==> config.mk <==
export PLATFORM = sky130hd
export DESIGN_NAME = page_prog_seq
export DESIGN_NICKNAME = d
export VERILOG_FILES = /design/src/rtl/pps_pkg.sv /design/src/rtl/pps_slot_timer.sv /design/src/rtl/pps_byte_stepper.sv /design/src/rtl/pps_addr_gen.sv /design/src/rtl/page_prog_seq.sv
export SDC_FILE = /design/constraint.sdc
export NUM_CORES = 1
export LEC_CHECK = 0
export BUFFER_PORTS_ARGS = -buffer_cell sky130_fd_sc_hd__clkbuf_2
export CORE_MARGIN = 5
export CORE_UTILIZATION = 30
export DETAILED_ROUTE_END_ITERATION = 8
export PLACE_DENSITY_LB_ADDON = 0.15
export RECOVER_POWER = 25
export SLEW_MARGIN = 10
export SYNTH_ARGS = -nofsm -noshare
export SYNTH_HDL_FRONTEND = slang
export SYNTH_SLANG_ARGS = --single-unit
==> constraint.sdc <==
create_clock -name clk -period 4.7 [get_ports clk]
set_clock_uncertainty 0.2 [all_clocks]
set_input_delay 0.94 -clock clk [delete_from_list [all_inputs] [get_ports clk]]
set_output_delay 0.94 -clock clk [all_outputs]
set_load 0.01 [all_outputs]
==> src/rtl/pps_pkg.sv <==
package pps_pkg;

  localparam logic [7:0] ERASED_BYTE = 8'hFF;

  typedef enum logic [1:0] {
    STB_NONE  = 2'd0,
    STB_ERASE = 2'd1,
    STB_WRITE = 2'd2
  } strobe_e;

  // A count is usable when it is non-zero and fits the page.
  function automatic logic count_in_range(input int unsigned cnt, input int unsigned page);
    return (cnt != 0) && (cnt <= page);
  endfunction

endpackage

==> src/rtl/pps_slot_timer.sv <==
module pps_slot_timer #(
  parameter int SLOT_CYCLES = 100000,
  localparam int TICK_W = (SLOT_CYCLES > 1) ? $clog2(SLOT_CYCLES) : 1,
  localparam int HALF = SLOT_CYCLES / 2
) (
  input  logic clk,
  input  logic rst_n,
  input  logic run,
  output pps_pkg::strobe_e strobe,
  output logic slot_end
);
  import pps_pkg::*;

  logic [TICK_W-1:0] tick_q;
  logic at_erase, at_write;

  function automatic logic [TICK_W-1:0] tick_next(input logic [TICK_W-1:0] t, input logic wrap);
    return wrap ? '0 : t + 1'b1;
  endfunction

  assign at_erase = run && (tick_q == TICK_W'(HALF - 1));
  assign at_write = run && (tick_q == TICK_W'(SLOT_CYCLES - 1));
  assign slot_end = at_write;

  always_comb begin
    if (at_write)      strobe = STB_WRITE;
    else if (at_erase) strobe = STB_ERASE;
    else               strobe = STB_NONE;
  end

  always_ff @(posedge clk or negedge rst_n) begin
    if (!rst_n)    tick_q <= '0;
    else if (!run) tick_q <= '0;
    else           tick_q <= tick_next(tick_q, at_write);
  end


  strobe_gap_chk: assert property (@(posedge clk) disable iff (!rst_n)
    (strobe == STB_WRITE) |=> (strobe == STB_NONE) || !run);

endmodule

==> src/rtl/pps_byte_stepper.sv <==
module pps_byte_stepper #(
  parameter int PAGE_BYTES = 8,
  localparam int IDX_W = (PAGE_BYTES > 1) ? $clog2(PAGE_BYTES) : 1,
  localparam int CNT_W = $clog2(PAGE_BYTES + 1)
) (
  input  logic             clk,
  input  logic             rst_n,
  input  logic             clear,
  input  logic             run,
  input  logic             advance,
  input  logic [CNT_W-1:0] count,
  output logic [IDX_W-1:0] idx,
  output logic             last
);

  function automatic logic is_final(input logic [IDX_W-1:0] i, input logic [CNT_W-1:0] c);
    return (CNT_W'(i) + CNT_W'(1)) == c;
  endfunction

  assign last = is_final(idx, count);

  always_ff @(posedge clk or negedge rst_n) begin
    if (!rst_n)                idx <= '0;
    else if (clear)            idx <= '0;
    else if (advance && !last) idx <= idx + 1'b1;
  end


  idx_range_chk: assert property (@(posedge clk) disable iff (!rst_n)
    run |-> (CNT_W'(idx) < count));

endmodule

==> src/rtl/pps_addr_gen.sv <==
module pps_addr_gen #(
  parameter int BLOCK_BITS = 1,
  parameter int IDX_W = 3,
  localparam int ADDR_W = 8 + BLOCK_BITS
) (
  input  logic [ADDR_W-1:0] base,
  input  logic [IDX_W-1:0]  idx,
  output logic [ADDR_W-1:0] addr
);

  // Only the low byte advances; block bits pass through unchanged.
  function automatic logic [ADDR_W-1:0] target(input logic [ADDR_W-1:0] b, input logic [IDX_W-1:0] i);
    logic [7:0] low;
    low = b[7:0] + 8'(i);
    return {b[ADDR_W-1:8], low};
  endfunction

  assign addr = target(base, idx);

endmodule

==> src/rtl/page_prog_seq.sv <==
module page_prog_seq #(
  parameter int PAGE_BYTES = 8,
  parameter int SLOT_CYCLES = 100000,
  parameter int BLOCK_BITS = 1,
  localparam int IDX_W = (PAGE_BYTES > 1) ? $clog2(PAGE_BYTES) : 1,
  localparam int CNT_W = $clog2(PAGE_BYTES + 1),
  localparam int ADDR_W = 8 + BLOCK_BITS
) (
  input  logic              clk,
  input  logic              rst_n,
  input  logic              start_i,
  input  logic [CNT_W-1:0]  count_i,
  input  logic [ADDR_W-1:0] base_i,
  output logic [IDX_W-1:0]  buf_idx_o,
  input  logic [7:0]        buf_data_i,
  output logic              busy_o,
  output logic              mem_we_o,
  output logic [ADDR_W-1:0] mem_addr_o,
  output logic [7:0]        mem_wdata_o
);
  import pps_pkg::*;

  logic              busy_q;
  logic [CNT_W-1:0]  cnt_q;
  logic [ADDR_W-1:0] base_q;
  logic              accept, finish, slot_end, last;
  strobe_e           strobe;
  logic [IDX_W-1:0]  idx;

  assign accept = start_i && !busy_q && count_in_range(int'(count_i), PAGE_BYTES);
  assign finish = slot_end && last;

  always_ff @(posedge clk or negedge rst_n) begin
    if (!rst_n) begin
      busy_q <= 1'b0;
      cnt_q  <= '0;
      base_q <= '0;
    end else if (accept) begin
      busy_q <= 1'b1;
      cnt_q  <= count_i;
      base_q <= base_i;
    end else if (finish) begin
      busy_q <= 1'b0;
    end
  end

  pps_slot_timer #(.SLOT_CYCLES(SLOT_CYCLES)) u_timer (
    .clk(clk), .rst_n(rst_n), .run(busy_q), .strobe(strobe), .slot_end(slot_end)
  );

  pps_byte_stepper #(.PAGE_BYTES(PAGE_BYTES)) u_stepper (
    .clk(clk), .rst_n(rst_n), .clear(accept), .run(busy_q), .advance(slot_end),
    .count(cnt_q), .idx(idx), .last(last)
  );

  pps_addr_gen #(.BLOCK_BITS(BLOCK_BITS), .IDX_W(IDX_W)) u_addr (
    .base(base_q), .idx(idx), .addr(mem_addr_o)
  );

  assign buf_idx_o   = idx;
  assign busy_o      = busy_q;
  assign mem_we_o    = (strobe != STB_NONE);
  assign mem_wdata_o = (strobe == STB_WRITE) ? buf_data_i : ERASED_BYTE;


  busy_fall_chk: assert property (@(posedge clk) disable iff (!rst_n)
    $fell(busy_q) |-> $past(slot_end && last));


  start_valid_chk: assert property (@(posedge clk) disable iff (!rst_n)
    $rose(busy_q) |-> $past(start_i) && ($past(count_i) != 0) &&
                      ($past(count_i) <= CNT_W'(PAGE_BYTES)));


  ignore_busy_chk: assert property (@(posedge clk) disable iff (!rst_n)
    (busy_q && start_i) |=> $stable(cnt_q) && $stable(base_q));


  block_hold_chk: assert property (@(posedge clk) disable iff (!rst_n)
    (busy_q && $past(busy_q)) |-> $stable(mem_addr_o[ADDR_W-1:8]));


  idle_quiet_chk: assert property (@(posedge clk) disable iff (!rst_n)
    mem_we_o |-> busy_q);

endmodule

# Word level (Yosys, flattened, before mapping)
# Cells that the tools add are included.
[word_totals]
regBits = 34
inputBits = 24
out_inout_bits = 22
wordCells = 36
[classes]
n_addsub = 4
magnitude_cmp = 1
eq_ne = 4
mux = 9
reduce_logical = 13
[ops]
columns = ["cell", "n"]
rows = [
  ["$mux 17", 2],
  ["$add 17x1->17 const B", 1],
  ["$eq 17x16->1 const B", 1],
  ["$eq 17x17->1 const B", 1],
  ["$add 8x3->8", 1],
  ["$mux 8", 1],
  ["$logic_and 1x1->1", 7],
  ["$mux 3", 2],
  ["$reduce_bool 2->1", 3],
  ["$add 3x1->4 const B", 1],
  ["$eq 4x4->1", 1],
  ["$le 4x4->1 const B", 1],
  ["$reduce_bool 4->1", 1],
  ["$add 3x1->3 const B", 1],
  ["$mux 1", 3],
  ["$eq 2x2->1 const B", 1],
  ["$logic_not 1->1", 2],
  ["$mux 2", 1],
]

# Depth between registers and ports, before layout
# Gate-level depths: netlist (run 1).
[depth]
ltp_word = 6
ltp_mapped = 6
ltp_nobuf = 6

# By module
# A second synthesis (run 1) with hierarchy kept.
[hier_totals]
cells_unflattened = 197
hier_area_um2 = 2078.2
[modules_own_cells]
columns = ["module", "n_inst", "cells_per_inst", "area_each_um2", "seq_area_each_um2"]
rows = [
  ["pps_slot_timer", 1, 89, 902.1, 425.4],
  ["page_prog_seq", 1, 47, 678.2, 350.3],
  ["pps_byte_stepper", 1, 36, 304.0, 75.1],
  ["pps_addr_gen", 1, 25, 193.9, 0.0],
]

# Least setup slack after synthesis (run 1)
# OpenSTA, ideal clock, no wires.
[synth_path]
path_kind = "reg2out"
start = "reg u_timer.tick_q[0]"
end = "out mem_wdata_o[0]"
t_arrival_ns = 1.855
t_required_ns = 3.560
slack_ns = 1.705
path_stages_with_launch = 6
n_path_buf = 1
cell_sequence = "dfrtp_1 > ha_1 > nand3_4 > or4_4 > buf_6 > or3_2"
[synth_between]
elab_chain_cells = 6
word_cells_on_any_way = 8
classes_between = "3 x eq/ne; 3 x mux; 2 x reduce/logical"
[synth_rtl]
columns = ["item", "line_no", "source"]
rows = [
  ["start, declared", "pps_slot_timer.sv:14", "logic [TICK_W-1:0] tick_q;"],
  ["start signal, assigned", "pps_slot_timer.sv:34", "else tick_q <= tick_next(tick_q, at_write);"],
  ["$eq 17x16->1", "pps_slot_timer.sv:21", "assign at_erase = run && (tick_q == TICK_W'(HALF - 1));"],
  ["$logic_and 1x1->1", "pps_slot_timer.sv:21", ""],
  ["$mux 1", "pps_slot_timer.sv:27", "else if (at_erase) strobe = STB_ERASE;"],
  ["$mux 2 (*)", "pps_slot_timer.sv:26", "if (at_write) strobe = STB_WRITE;"],
  ["$eq 2x2->1 (*)", "page_prog_seq.sv:63", "assign mem_wdata_o = (strobe == STB_WRITE) ? buf_data_i : ERASED_BYTE;"],
  ["$mux 8 (*)", "page_prog_seq.sv:63", ""],
  ["end, declared", "page_prog_seq.sv:19", "output logic [7:0] mem_wdata_o"],
]
# Every way passes the cells marked *; elsewhere a longest branch is shown, timed or not.

# Worst setup path after layout (run 1)
[layout_path]
start = "reg u_timer.tick_q[0]"
end = "out mem_wdata_o[6]"
# The elaborated chain is that of the path after synthesis.

==> summary.md, run 1 <==
| Metric | Value |
|---|---|
| Crit path time final | `3.414 ns` |
| Compound-Gate Fraction of Synth Area | `0.04605` |
| Setup ws final | `1.286 ns` |
| Area growth syn-to-layout | `20.00%` |
| Layout cells sized above 1 | `0.3480` |
| FF+latch count, synth | `34` |
| Die width | `89.62 um` |
| Core Area | `6241 sq um` |
| Slew @ Worst Pin | `1.871 ns` |
| Critical Path Sink Type | `primary output` |
| Rows | `29` |
| Met3 WL | `126 um` |
| Max-slew violations | `35` |
| Drt first pass iters | `4` |
| Most frequent cells in the layout | `44 x clkbuf_2, 34 x dfrtp_1, 21 x nor2_1, 15 x mux2_2, 14 x xnor2_1` |
| Final period utilization | `0.7265` |
| Critical Path RT | `3.56 ns` |
| Vias in the first global route | `1471` |
| VDD IR max | `165.4 uV` |
| Number of buffers created by CTS | `5` |
| Xor/xnor share of the synthesized area | `0.1138` |
| CTS sink count | `34` |
| Syn avg cell area | `10.57 sq um` |
| Total track usage | `0.1105` |
| Status | `finished with violations` |
| Critical Path AT | `2.27 ns` |
| CTS root buf | `clkbuf_8` |
| Mux contribution to synthesized area | `0.09408` |
| Nets@finish | `256` |
| WS Path Type | `reg2out` |
| Cts hold-fix bufs | `0` |
| DR top layer | `met4` |
| Worst-skew pair later-pin latency | `0.28 ns` |
| P_leak | `1.022 nW` |
| Place WS | `1.610 ns` |
| Post-CTS Setup Inserts | `0` |
| Adder-cell share of the synthesized area | `0.04342` |
| Peak Freq | `292.9 MHz` |
| Max Cap Viol | `1` |
| Worst min-delay path class | `reg2reg` |
| Mapped Nets | `210` |
| H-tree levels | `2` |
| Failing checks | `capacitance limit, slew limit` |
| IO Pins | `46` |
| Initial antenna violation count | `0` |
| DRT antenna net count | `0` |
| IO buf count | `45` |
| Worst slew margin | `-0.2475` |
| DR vias | `1435` |
| Clock buffer depth | `2` |
| Largest net degree at the start of global routing | `35` |
| Drt drc | `0` |
| Synth Area in Simple Gates | `0.2289` |
| Seq/Total Area, Yosys | `0.4474` |
| Initial DRC Count | `27` |
| Ys Warns | `0` |
| Die area | `8032 sq um` |
| Initial Utilization | `0.3047` |
| WL met1 | `1992 um` |
| WL per Instance | `13.21 um` |
| Most common cell after layout, fill and taps aside | `clkbuf_2` |
| Synth cell types | `40` |
| Met2 WL | `1870 um` |
| Routed wire length | `4016 um` |
| CTS tree | `yes` |
| Vias per cell | `4.720` |
| CTS resizes | `0` |
| Die height | `89.62 um` |
| Synth top area cells | `dfrtp_1 45%, mux2_2 8.9%, xnor2_1 6.4%, nor2_1 4.1%, xor2_1 3.7%` |
| Hold Violations, Final | `0` |
| Yosys top cell area share | `0.4474` |
| Synth area leader | `dfrtp_1` |
| CTS clk-pin slew, worst paths | `0.07 ns` |
| Placed cell count | `296` |
| Synthesized area | `1902 sq um` |
| Worst setup SP type | `flip-flop` |
| Non-Filler Instances | `304` |
| Setup TNS | `0 ns` |
| First-pass GRT wire length | `6893 um` |
| GP Congestion | `0.6584` |
| Crit-path max FO | `13` |
| Power Density | `336.8 nW/um^2` |
| # setup viols final | `0` |
| RSZ-0062 raised after global routing | `no` |
| Diode count | `0` |
| Cells after synthesis | `180` |
| Largest family of logic cells by synthesized area | `simple AND/OR/NAND/NOR gates` |
| Gr ovfl total | `0` |
| DP Wirelength | `2905 um` |
[path summary, 6_finish.rpt]
| path | startpoint | end | slack, ns | cells after the start |
|---|---|---|---|---|
| min in group asynchronous | rst_n | u_timer.tick_q[12]$_DFF_PN0_ | 0.95 | 1 |
| hold reg to reg | u_timer.tick_q[0]$_DFF_PN0_ | u_timer.tick_q[0]$_DFF_PN0_ | 0.30 | 1 |
| setup reg to reg | u_timer.tick_q[0]$_DFF_PN0_ | u_timer.tick_q[9]$_DFF_PN0_ | 1.94 | 5 |
| max in group asynchronous | rst_n | base_q[6]$_DFFE_PN0P_ | 2.26 | 1 |
| setup / recovery | u_timer.tick_q[0]$_DFF_PN0_ | mem_wdata_o[6] | 1.29 | 5 |
| hold / removal | u_timer.tick_q[0]$_DFF_PN0_ | u_timer.tick_q[0]$_DFF_PN0_ | 0.30 | 1 |
[stage by stage]
stage	util	instance area [sq um]	hold slack (ns)	power (mW)
6_report	0.3657	2282	0.2985	0.7685
4_1_cts	0.3659	2283	0.2946	0.7847
5_1_grt	0.3657	2282	0.3227	0.8256
3_3_place_gp	0.3506	2188	0.2719	0.5457
3_5_place_dp	0.3506	2188	0.2754	0.5451
2_1_floorplan	-	1902	0.2549	0.4940
[cells by family after synthesis]
logic type                 after synthesis
muxes                                   16
DFF                                     34
and+or+nand+nor                         77
AOI/OAI and AO/OA                       14
xor gates and xnor gates                23
adders and majority gates                6
buffers and inverters                   10
[cells in the mapped netlist]
master and instances:
clkbuf_1 3, or4_1 3, xnor2_1 14, inv_1 4, fa_1 1, or4b_2 1
nor2_1 21, nand4b_1 1, o21a_1 1, buf_6 1, nand3_4 1, and4_1 1
nor2b_1 2, nand3_1 6, or3_2 8, nand2_1 10, or2_1 1, nand4_1 3
mux2_2 15, a211oi_1 1, xor2_1 8, buf_4 1, nor4_1 4, buf_2 1
a21oi_1 5, and2_2 1, or3_1 4, o21ai_1 1, a21o_1 2, mux2i_1 1
nor3_1 5, or4_4 1, o21ai_0 2, dfrtp_1 34, ha_1 5, xor3_1 1
nand4bb_1 1, nand2b_1 3, a2111oi_1 1, o31ai_1 1
[area by class of cell]
class	instances	area, sq um
clock inverter	2	12.51
fill	678	3959
tap	77	96.34
inverter	4	15.01
sequential	34	850.8
clock buffer	6	82.58
multi-input combinational	136	1001
timing repair buffer	45	224.0
[per-layer routing]
layer,vias to the layer above,global-route usage
met3,2,0.02920
met2,22,0.1802
met4,0,0.03248
li1,720,-
met5,-,0
met1,691,0.1440
[sequential cells by signal, indices dropped and copies added (netlist names)]
| signal | flops |
|---|---|
| u_timer.tick_q | 17 |
| base_q | 9 |
| cnt_q | 4 |
| u_stepper.idx | 3 |
| busy_o | 1 |
[power breakdown]
group          total, mW  leakage [nW]  internal [mW]  switching (mW)
Combinational      0.144         0.533         0.0752          0.0684
Sequential         0.393         0.442          0.338          0.0553
Clock              0.232        0.0472          0.118           0.114
[critical path, stage by stage (launching register included)]
cell	delay, ns
dfrtp_1	0.40
ha_1	0.27
nand3_4	0.13
or4_4	0.58
or3_2	0.47
clkbuf_2	0.14
Power figures use the tool's default switching activity.
==> run 2, diff against run 1 <==
--- a/config.mk
+++ b/config.mk
@@ -5,6 +5,7 @@
 export SDC_FILE = /design/constraint.sdc
 export NUM_CORES = 1
 export LEC_CHECK = 0
+export ABC_AREA = 1
 export BUFFER_PORTS_ARGS = -buffer_cell sky130_fd_sc_hd__clkbuf_2
 export CORE_MARGIN = 5
 export CORE_UTILIZATION = 30
==> constraint.sdc (replaced) <==
create_clock -name clk -period 3.2 [get_ports clk]
set_clock_uncertainty 0.2 [all_clocks]
set_input_delay 0.64 -clock clk [delete_from_list [all_inputs] [get_ports clk]]
set_output_delay 0.64 -clock clk [all_outputs]
set_load 0.01 [all_outputs]
==> run 2 against run 1 <==
Against the previous run: the flow still finishes with violations (capacitance limit, slew limit); combinational power shrank 79%; worst hold slack worse by 0.0018 ns; die area is 13% higher; utilization increased by 0.30 points; power rose by 23%; clock power increased by 110%; sequential cell count unchanged; area after synthesis rose by 14%; design area grew 15%; sequential power is 9.2% higher; global-route usage is 1.6 points higher; largest cell class unchanged.
==> summary.md, run 2 <==
| Metric | Value |
|---|---|
| Synth top area cells | `dfrtp_1 39%, nand2_1 12%, inv_1 8.1%, nor2_1 6.6%, nand3_1 4.4% (was dfrtp_1 45%, mux2_2 8.9%, xnor2_1 6.4%, nor2_1 4.1%, xor2_1 3.7%)` |
| # setup viols final | `0 (unchanged)` |
| Syn avg cell area | `7.285 sq um (was 10.57 sq um)` |
| Critical Path Sink Type | `primary output (unchanged)` |
| Layout cells sized above 1 | `0.2421 (was 0.3480)` |
| Largest regs | `u_timer.tick_q: 17 flops, base_q: 9 flops, cnt_q: 4 flops (unchanged)` |
| Commonest register cell after synthesis | `dfrtp_1 (unchanged)` |
| Failing checks | `capacitance limit, slew limit (unchanged)` |
| Crit path time final | `2.792 ns` |
| Vias in the first global route | `1961 (was 1471)` |
| VDD IR max | `251.7 uV (was 165.4 uV)` |
| Synthesized area | `2171 sq um (was 1902 sq um)` |
| Crit path max-delay cell type | `dfrtp_1 (was or4_4)` |
| Top reg by flops | `u_timer.tick_q (unchanged)` |
| IO Pins | `46 (unchanged)` |
| Worst min-delay path class | `reg2reg (unchanged)` |
| Drt drc | `0 (unchanged)` |
| DP Wirelength | `3968 um (was 2905 um)` |
| Non-Filler Instances | `446 (was 304)` |
| Post-synth EDFFs | `0 (unchanged)` |
| First-pass GRT wire length | `8997 um (was 6893 um)` |
| Core Area | `7137 sq um (was 6241 sq um)` |
| DRT antenna net count | `0 (unchanged)` |
| Max-slew violations | `35 (unchanged)` |
| Synth area leader | `dfrtp_1 (unchanged)` |
| Area growth syn-to-layout | `21.21% (was 20.00%)` |
| WL per Instance | `11.54 um (was 13.21 um)` |
| CTS root buf | `clkbuf_8 (unchanged)` |
| Crit-path max FO | `8 (was 13)` |
| Cts hold-fix bufs | `0 (unchanged)` |
| Setup TNS | `0 ns (unchanged)` |
| Routed wire length | `5146 um (was 4016 um)` |
| Cells after synthesis | `298 (was 180)` |
| Worst slew margin | `-0.2846 (was -0.2475)` |
| Setup ws final | `0.4083 ns (was 1.286 ns)` |
| Initial Utilization | `0.3042 (was 0.3047)` |
| CP startpoint | `u_stepper.idx[0]$_DFFE_PN0P_ (was u_timer.tick_q[0]$_DFF_PN0_)` |
| Cell family with most CP delay | `adder cells (was simple AND/OR/NAND/NOR gates)` |
| RR Endpoint | `u_stepper.idx[0]$_DFFE_PN0P_ (was u_timer.tick_q[9]$_DFF_PN0_)` |
| Placed cell count | `438 (was 296)` |
| Status | `finished with violations (unchanged)` |
| Gr ovfl total | `0 (unchanged)` |
| Number of buffers created by CTS | `5 (unchanged)` |
| Place WS | `0.7081 ns (was 1.610 ns)` |
| CTS tree | `yes (unchanged)` |
| Worst-skew pair later-pin latency | `0.29 ns (was 0.28 ns)` |
| Post-synthesis async set-or-reset flop share | `1.000 (unchanged)` |
| Peak Freq | `358.2 MHz` |
| Final period utilization | `0.8724` |
| Most common cell after layout, fill and taps aside | `nand2_1 (was clkbuf_2)` |
| R2r setup slk | `1.35 ns (was 1.94 ns)` |
| Die height | `95.07 um (was 89.62 um)` |
| Peak per-stage delay on the critical path | `0.47 ns (was 0.58 ns)` |
| Most frequent cell after synthesis | `nand2_1 (was dfrtp_1)` |
| Post-CTS Setup Inserts | `0 (unchanged)` |
| Vias per cell | `4.424 (was 4.720)` |
| Seq/Total Area, Yosys | `0.3919 (was 0.4474)` |
| WS Path Type | `reg2out (unchanged)` |
| Initial DRC Count | `103 (was 27)` |
| Diode count | `0 (unchanged)` |
| RSZ-0062 raised after global routing | `no (unchanged)` |
| Commonest cells post-synth | `71 x nand2_1, 47 x inv_1, 38 x nor2_1, 34 x dfrtp_1, 19 x nand3_1 (was 34 x dfrtp_1, 21 x nor2_1, 15 x mux2_2, 14 x xnor2_1, 10 x nand2_1)` |
| Slew @ Worst Pin | `1.927 ns (was 1.871 ns)` |
| Max reg flops | `17 (unchanged)` |
| Nets@finish | `376 (was 256)` |
| Clock buffer depth | `2 (unchanged)` |
| Most frequent cells in the layout | `71 x nand2_1, 47 x inv_1, 44 x clkbuf_2, 38 x nor2_1, 34 x dfrtp_1 (was 44 x clkbuf_2, 34 x dfrtp_1, 21 x nor2_1, 15 x mux2_2, 14 x xnor2_1)` |
| Power Density | `359.1 nW/um^2 (was 336.8 nW/um^2)` |
| GP Congestion | `0.8718 (was 0.6584)` |
| Rows | `31 (was 29)` |
| Crit-path cells | `ha_1 -> fa_1 -> nand3_1 -> nand2_1 -> nand2_1 -> xnor2_1 -> clkbuf_2 (was ha_1 -> nand3_4 -> or4_4 -> or3_2 -> clkbuf_2)` |
| Die width | `95.07 um (was 89.62 um)` |
| Drt first pass iters | `4 (unchanged)` |
| Die area | `9037 sq um (was 8032 sq um)` |
| CTS resizes | `0 (unchanged)` |
| Ys Warns | `0 (unchanged)` |
| Initial antenna violation count | `0 (unchanged)` |
| IO buf count | `45 (unchanged)` |
| Crit path depth | `7 (was 5)` |
| Max Cap Viol | `1 (unchanged)` |
| CTS sink count | `34 (unchanged)` |
| P_leak | `1.456 nW (was 1.022 nW)` |
| Most used cell, CP | `nand2_1` |
| CP Capture Point | `mem_addr_o[6] (was mem_wdata_o[6])` |
| Worst setup SP type | `flip-flop (unchanged)` |
| Critical Path AT | `1.95 ns (was 2.27 ns)` |
| Total track usage | `0.1268 (was 0.1105)` |
| Yosys top cell area share | `0.3919 (was 0.4474)` |
| CTS clk-pin slew, worst paths | `0.08 ns (was 0.07 ns)` |
| H-tree levels | `2 (unchanged)` |
| Synth cell types | `30 (was 40)` |
| Critical Path RT | `2.36 ns (was 3.56 ns)` |
| Mapped Nets | `328 (was 210)` |
| DR vias | `1973 (was 1435)` |
| Hold path start | `u_timer.tick_q[0]$_DFF_PN0_ (unchanged)` |
| Reg-to-reg startpoint | `u_stepper.idx[1]$_DFFE_PN0P_ (was u_timer.tick_q[0]$_DFF_PN0_)` |
| CP bufs+invs | `1 (unchanged)` |
| FF+latch count, synth | `34 (unchanged)` |
| Reg2Reg Depth | `9 (was 5)` |
| Largest net degree at the start of global routing | `35 (unchanged)` |
| Hold Violations, Final | `0 (unchanged)` |
-- run 2: cell types whose count changed after synthesis, moves of 5 or more --
cell,delta
nor2_1,+17
nand4_1,+7
or3_2,-8
nand2_1,+61
xnor2_1,-11
nand3_1,+13
mux2_2,-15
inv_2,+5
o21ai_1,+12
inv_1,+43
nand2_2,+14
-- run 2: cell families after synthesis --
family          share of synthesized area
fa+ha+maj                         0.03804
flops                              0.3919
xor+xnor                          0.04438
buf+inv                            0.1032
simple gates                       0.3689
compound gates                    0.05360
-- run 2: power by group --
group | leakage (nW) | internal [mW] | switching [mW] | total (mW)
logic | 0.948 | 0.0118 | 0.0181 | 0.0299
registers | 0.440 | 0.429 | 0 | 0.429
clock network | 0.0683 | 0.312 | 0.173 | 0.486
-- run 2: how the worst min path moves through the flow --
stage	endpoint	slack [ns]	cells past startpoint
2_1_floorplan	base_q[0]$_DFFE_PN0P_	0.14	0
3_3_place_gp	base_q[8]$_DFFE_PN0P_	0.28	2
3_5_place_dp	base_q[8]$_DFFE_PN0P_	0.28	2
4_1_cts	base_q[8]$_DFFE_PN0P_	0.30	2
5_1_grt	u_timer.tick_q[0]$_DFF_PN0_	0.33	1
6_report	u_timer.tick_q[0]$_DFF_PN0_	0.30	1
-- run 2: stage by stage --
step           instance area (sq um)  total power [mW]  utilization  hold slack, ns
2_1_floorplan                   2171            0.4452            -          0.1444
3_3_place_gp                    2495            0.4691       0.3496          0.2752
3_5_place_dp                    2495            0.4695       0.3496          0.2835
4_1_cts                         2633            0.9624       0.3689          0.3027
5_1_grt                         2631            0.9832       0.3687          0.3342
6_report                        2631            0.9449       0.3687          0.2967
-- run 2: routing by layer --
layer | up-vias | global-route usage | wire, um
met5 | - | 0 | 0
met3 | 5 | 0.03631 | 268
met1 | 911 | 0.1610 | 2504
li1 | 1022 | - | -
met4 | 0 | 0.02885 | 50
met2 | 35 | 0.2128 | 2322
-- run 2: cell type report --
cell class / instances / area, sq um
Clock inverter: 3 / 68.82
Fill cell: 803 / 4506
Tap cell: 99 / 123.9
Multi-Input combinational cell: 207 / 1096
Inverter: 53 / 198.9
Sequential cell: 34 / 850.8
Clock buffer: 5 / 68.82
Timing Repair Buffer: 45 / 224.0
==> run 3, diff against run 2 <==
--- a/config.mk
+++ b/config.mk
@@ -8,8 +8,9 @@
 export ABC_AREA = 1
 export BUFFER_PORTS_ARGS = -buffer_cell sky130_fd_sc_hd__clkbuf_2
 export CORE_MARGIN = 5
-export CORE_UTILIZATION = 30
+export CORE_UTILIZATION = 25
 export DETAILED_ROUTE_END_ITERATION = 8
+export MAX_ROUTING_LAYER = met4
 export PLACE_DENSITY_LB_ADDON = 0.15
 export RECOVER_POWER = 25
 export SLEW_MARGIN = 10
==> run 3 against run 2 <==
Against the previous run: critical path depth stayed put; largest power group is now registers; the flow still finishes with violations (capacitance limit, slew limit); worst hold slack worse by 0.0049 ns; clock-buffer cell count is 1 higher; critical endpoint unchanged; highest routed layer unchanged.
==> summary.md, run 3 (synthesis gave the netlist of run 2 again) <==
| Metric | Value |
|---|---|
| Largest regs | `u_timer.tick_q: 17 flops, base_q: 9 flops, cnt_q: 4 flops (unchanged)` |
| Final period utilization | `0.8697 (was 0.8724)` |
| Max reg flops | `17 (unchanged)` |
| H-tree levels | `2 (unchanged)` |
| IO Pins | `46 (unchanged)` |
| CTS clk-pin slew, worst paths | `0.07 ns (was 0.08 ns)` |
| Non-Filler Instances | `454 (was 446)` |
| Worst-skew pair later-pin latency | `0.28 ns (was 0.29 ns)` |
| Critical Path RT | `2.36 ns (about the same)` |
| Total track usage | `0.1132 (was 0.1268)` |
| First-pass GRT wire length | `9197 um (was 8997 um)` |
| DR vias | `1957 (was 1973)` |
| Worst min-delay path class | `reg2reg (unchanged)` |
| Switching Share | `0.2009 (was 0.2026)` |
| Status | `finished with violations (unchanged)` |
| Rows | `34 (was 31)` |
| Failing checks | `capacitance limit, slew limit (unchanged)` |
| Crit-path cells | `ha_1 -> fa_1 -> nand3_1 -> nand2_1 -> nand2_1 -> xnor2_1 -> clkbuf_2 (unchanged)` |
| Hold Slack | `0.2918 ns (was 0.2967 ns)` |
| Most common cell after layout, fill and taps aside | `nand2_1 (unchanged)` |
| Vias in the first global route | `1948 (was 1961)` |
| Initial Utilization | `0.2526 (was 0.3042)` |
| Int Pwr | `0.6906 mW (was 0.7534 mW)` |
| Worst slew margin | `-0.2924 (was -0.2846)` |
| Sequential share of power | `0.497 (was 0.454)` |
| Crit path time final | `2.783 ns (was 2.792 ns)` |
| Vias per cell | `4.311 (was 4.424)` |
| Top reg by flops | `u_timer.tick_q (unchanged)` |
| DP Wirelength | `4081 um (was 3968 um)` |
| Hold Violations, Final | `0 (unchanged)` |
| Die area | `10650 sq um (was 9037 sq um)` |
| Max Cap Viol | `1 (unchanged)` |
| Drt first pass iters | `4 (unchanged)` |
| Drt drc | `0 (unchanged)` |
| Placed cell count | `447 (was 438)` |
| Final Util | `0.3046 (was 0.3687)` |
| Max-slew violations | `35 (unchanged)` |
| Die height | `103.2 um (was 95.07 um)` |
| CTS tree | `yes (unchanged)` |
| Routed wire length | `5233 um (was 5146 um)` |
| Diode count | `0 (unchanged)` |
| Initial DRC Count | `49 (was 103)` |
| DRT antenna net count | `0 (unchanged)` |
| Clock buffer depth | `2 (unchanged)` |
| Most used cell, CP | `nand2_1 (unchanged)` |
| Gr ovfl total | `0 (unchanged)` |
| Number of buffers created by CTS | `5 (unchanged)` |
| Logic pwr share | `0.034 (was 0.032)` |
| Layout cells sized above 1 | `0.2399 (was 0.2421)` |
| Slew @ Worst Pin | `1.939 ns (was 1.927 ns)` |
| Fin area | `2618 sq um (was 2631 sq um)` |
| GP Congestion | `0.8310 (was 0.8718)` |
| WS Path Type | `reg2out (unchanged)` |
| Power Density | `330.1 nW/um^2 (was 359.1 nW/um^2)` |
| Peak per-stage delay on the critical path | `0.47 ns (about the same)` |
| RSZ-0062 raised after global routing | `no (unchanged)` |
| Peak Freq | `359.3 MHz (was 358.2 MHz)` |
| Die width | `103.2 um (was 95.07 um)` |
| CTS root buf | `clkbuf_8 (unchanged)` |
| # setup viols final | `0 (unchanged)` |
| Core Area | `8593 sq um (was 7137 sq um)` |
| P_sw | `0.1736 mW (was 0.1915 mW)` |
| Post-CTS Setup Inserts | `0 (unchanged)` |
| Initial antenna violation count | `0 (unchanged)` |
| Crit-path max FO | `8 (unchanged)` |
| Critical Path Sink Type | `primary output (unchanged)` |
| CTS resizes | `0 (unchanged)` |
| Clock group share of total power | `0.468 (was 0.514)` |
| Crit path max-delay cell type | `dfrtp_1 (unchanged)` |
| WL per Instance | `11.53 um (was 11.54 um)` |
| Critical Path AT | `1.94 ns (was 1.95 ns)` |
| Largest net degree at the start of global routing | `35 (unchanged)` |
| Placed cell areas | `2506 sq um (was 2495 sq um)` |
| Setup TNS | `0 ns (unchanged)` |
| CTS sink count | `34 (unchanged)` |
| Area growth syn-to-layout | `20.58% (was 21.21%)` |
| P_leak | `1.445 nW (was 1.456 nW)` |
| IO buf count | `45 (unchanged)` |
| Cts hold-fix bufs | `0 (unchanged)` |
| VDD IR max | `185.1 uV (was 251.7 uV)` |
| Nets@finish | `376 (unchanged)` |
| Most frequent cells in the layout | `71 x nand2_1, 47 x inv_1, 44 x clkbuf_2, 38 x nor2_1, 34 x dfrtp_1 (unchanged)` |
| Worst setup SP type | `flip-flop (unchanged)` |
[run 3: cell types whose count changed in the layout (fill, tap and decap cells not counted)]
cell / delta
clkbuf_8: +1
bufinv_16: -1
clkinv_4: -1
[run 3: stage by stage]
| step | total power, mW | setup slack [ns] |
|---|---|---|
| 3_5_place_dp | 0.4692 | 0.7187 |
| 2_1_floorplan | 0.4452 | 0.8757 |
| 4_1_cts | 0.8843 | 0.3958 |
| 3_3_place_gp | 0.4689 | 0.7486 |
| 6_report | 0.8642 | 0.4169 |
| 5_1_grt | 0.9100 | 0.2729 |
[run 3: final timing paths]
path | to | slack (ns) | depth (start not counted) | startpoint
setup reg to reg | u_stepper.idx[0]$_DFFE_PN0P_ | 1.37 | 9 | u_stepper.idx[1]$_DFFE_PN0P_
hold / removal | u_timer.tick_q[0]$_DFF_PN0_ | 0.29 | 1 | u_timer.tick_q[0]$_DFF_PN0_
min in group asynchronous | u_timer.tick_q[4]$_DFF_PN0_ | 0.68 | 1 | rst_n
hold reg to reg | u_timer.tick_q[0]$_DFF_PN0_ | 0.29 | 1 | u_timer.tick_q[0]$_DFF_PN0_
max in group asynchronous | u_stepper.idx[0]$_DFFE_PN0P_ | 0.99 | 1 | rst_n
setup / recovery | mem_addr_o[6] | 0.42 | 7 | u_stepper.idx[0]$_DFFE_PN0P_
[run 3: area by class of cell]
| type | instances | area (sq um) |
|---|---|---|
| timing repair buffer | 45 | 224.0 |
| fill | 990 | 5976 |
| inverter | 53 | 198.9 |
| sequential | 34 | 850.8 |
| tap | 108 | 135.1 |
| clock buffer | 6 | 82.58 |
| clock inverter | 1 | 30.03 |
| multi-input combinational | 207 | 1096 |
[run 3: per-layer routing]
layer  wire [um]  GRT usage  up-vias
li1            -          -     1015
met5           0          -        -
met2        2399     0.1855       55
met1        2436     0.1396      882
met3         341    0.02817        5
met4          56    0.02988        0
[run 3: power by group through the flow]
stage / registers, mW / logic (mW) / clock network, mW
3_5_place_dp: 0.438 / 0.0314 / 0
2_1_floorplan: 0.438 / 0.00728 / 0
6_report: 0.430 / 0.0297 / 0.405
3_3_place_gp: 0.438 / 0.0311 / 0
5_1_grt: 0.429 / 0.0359 / 0.445
4_1_cts: 0.429 / 0.0316 / 0.423
[run 3: worst max-delay path, delay by kind of cell, from the launching register on]
family / cells / cell delay (ns)
flops: 1 / 0.47
simple gates: 3 / 0.26
fa+ha+maj: 2 / 0.68
xor+xnor: 1 / 0.11
buf+inv: 1 / 0.15
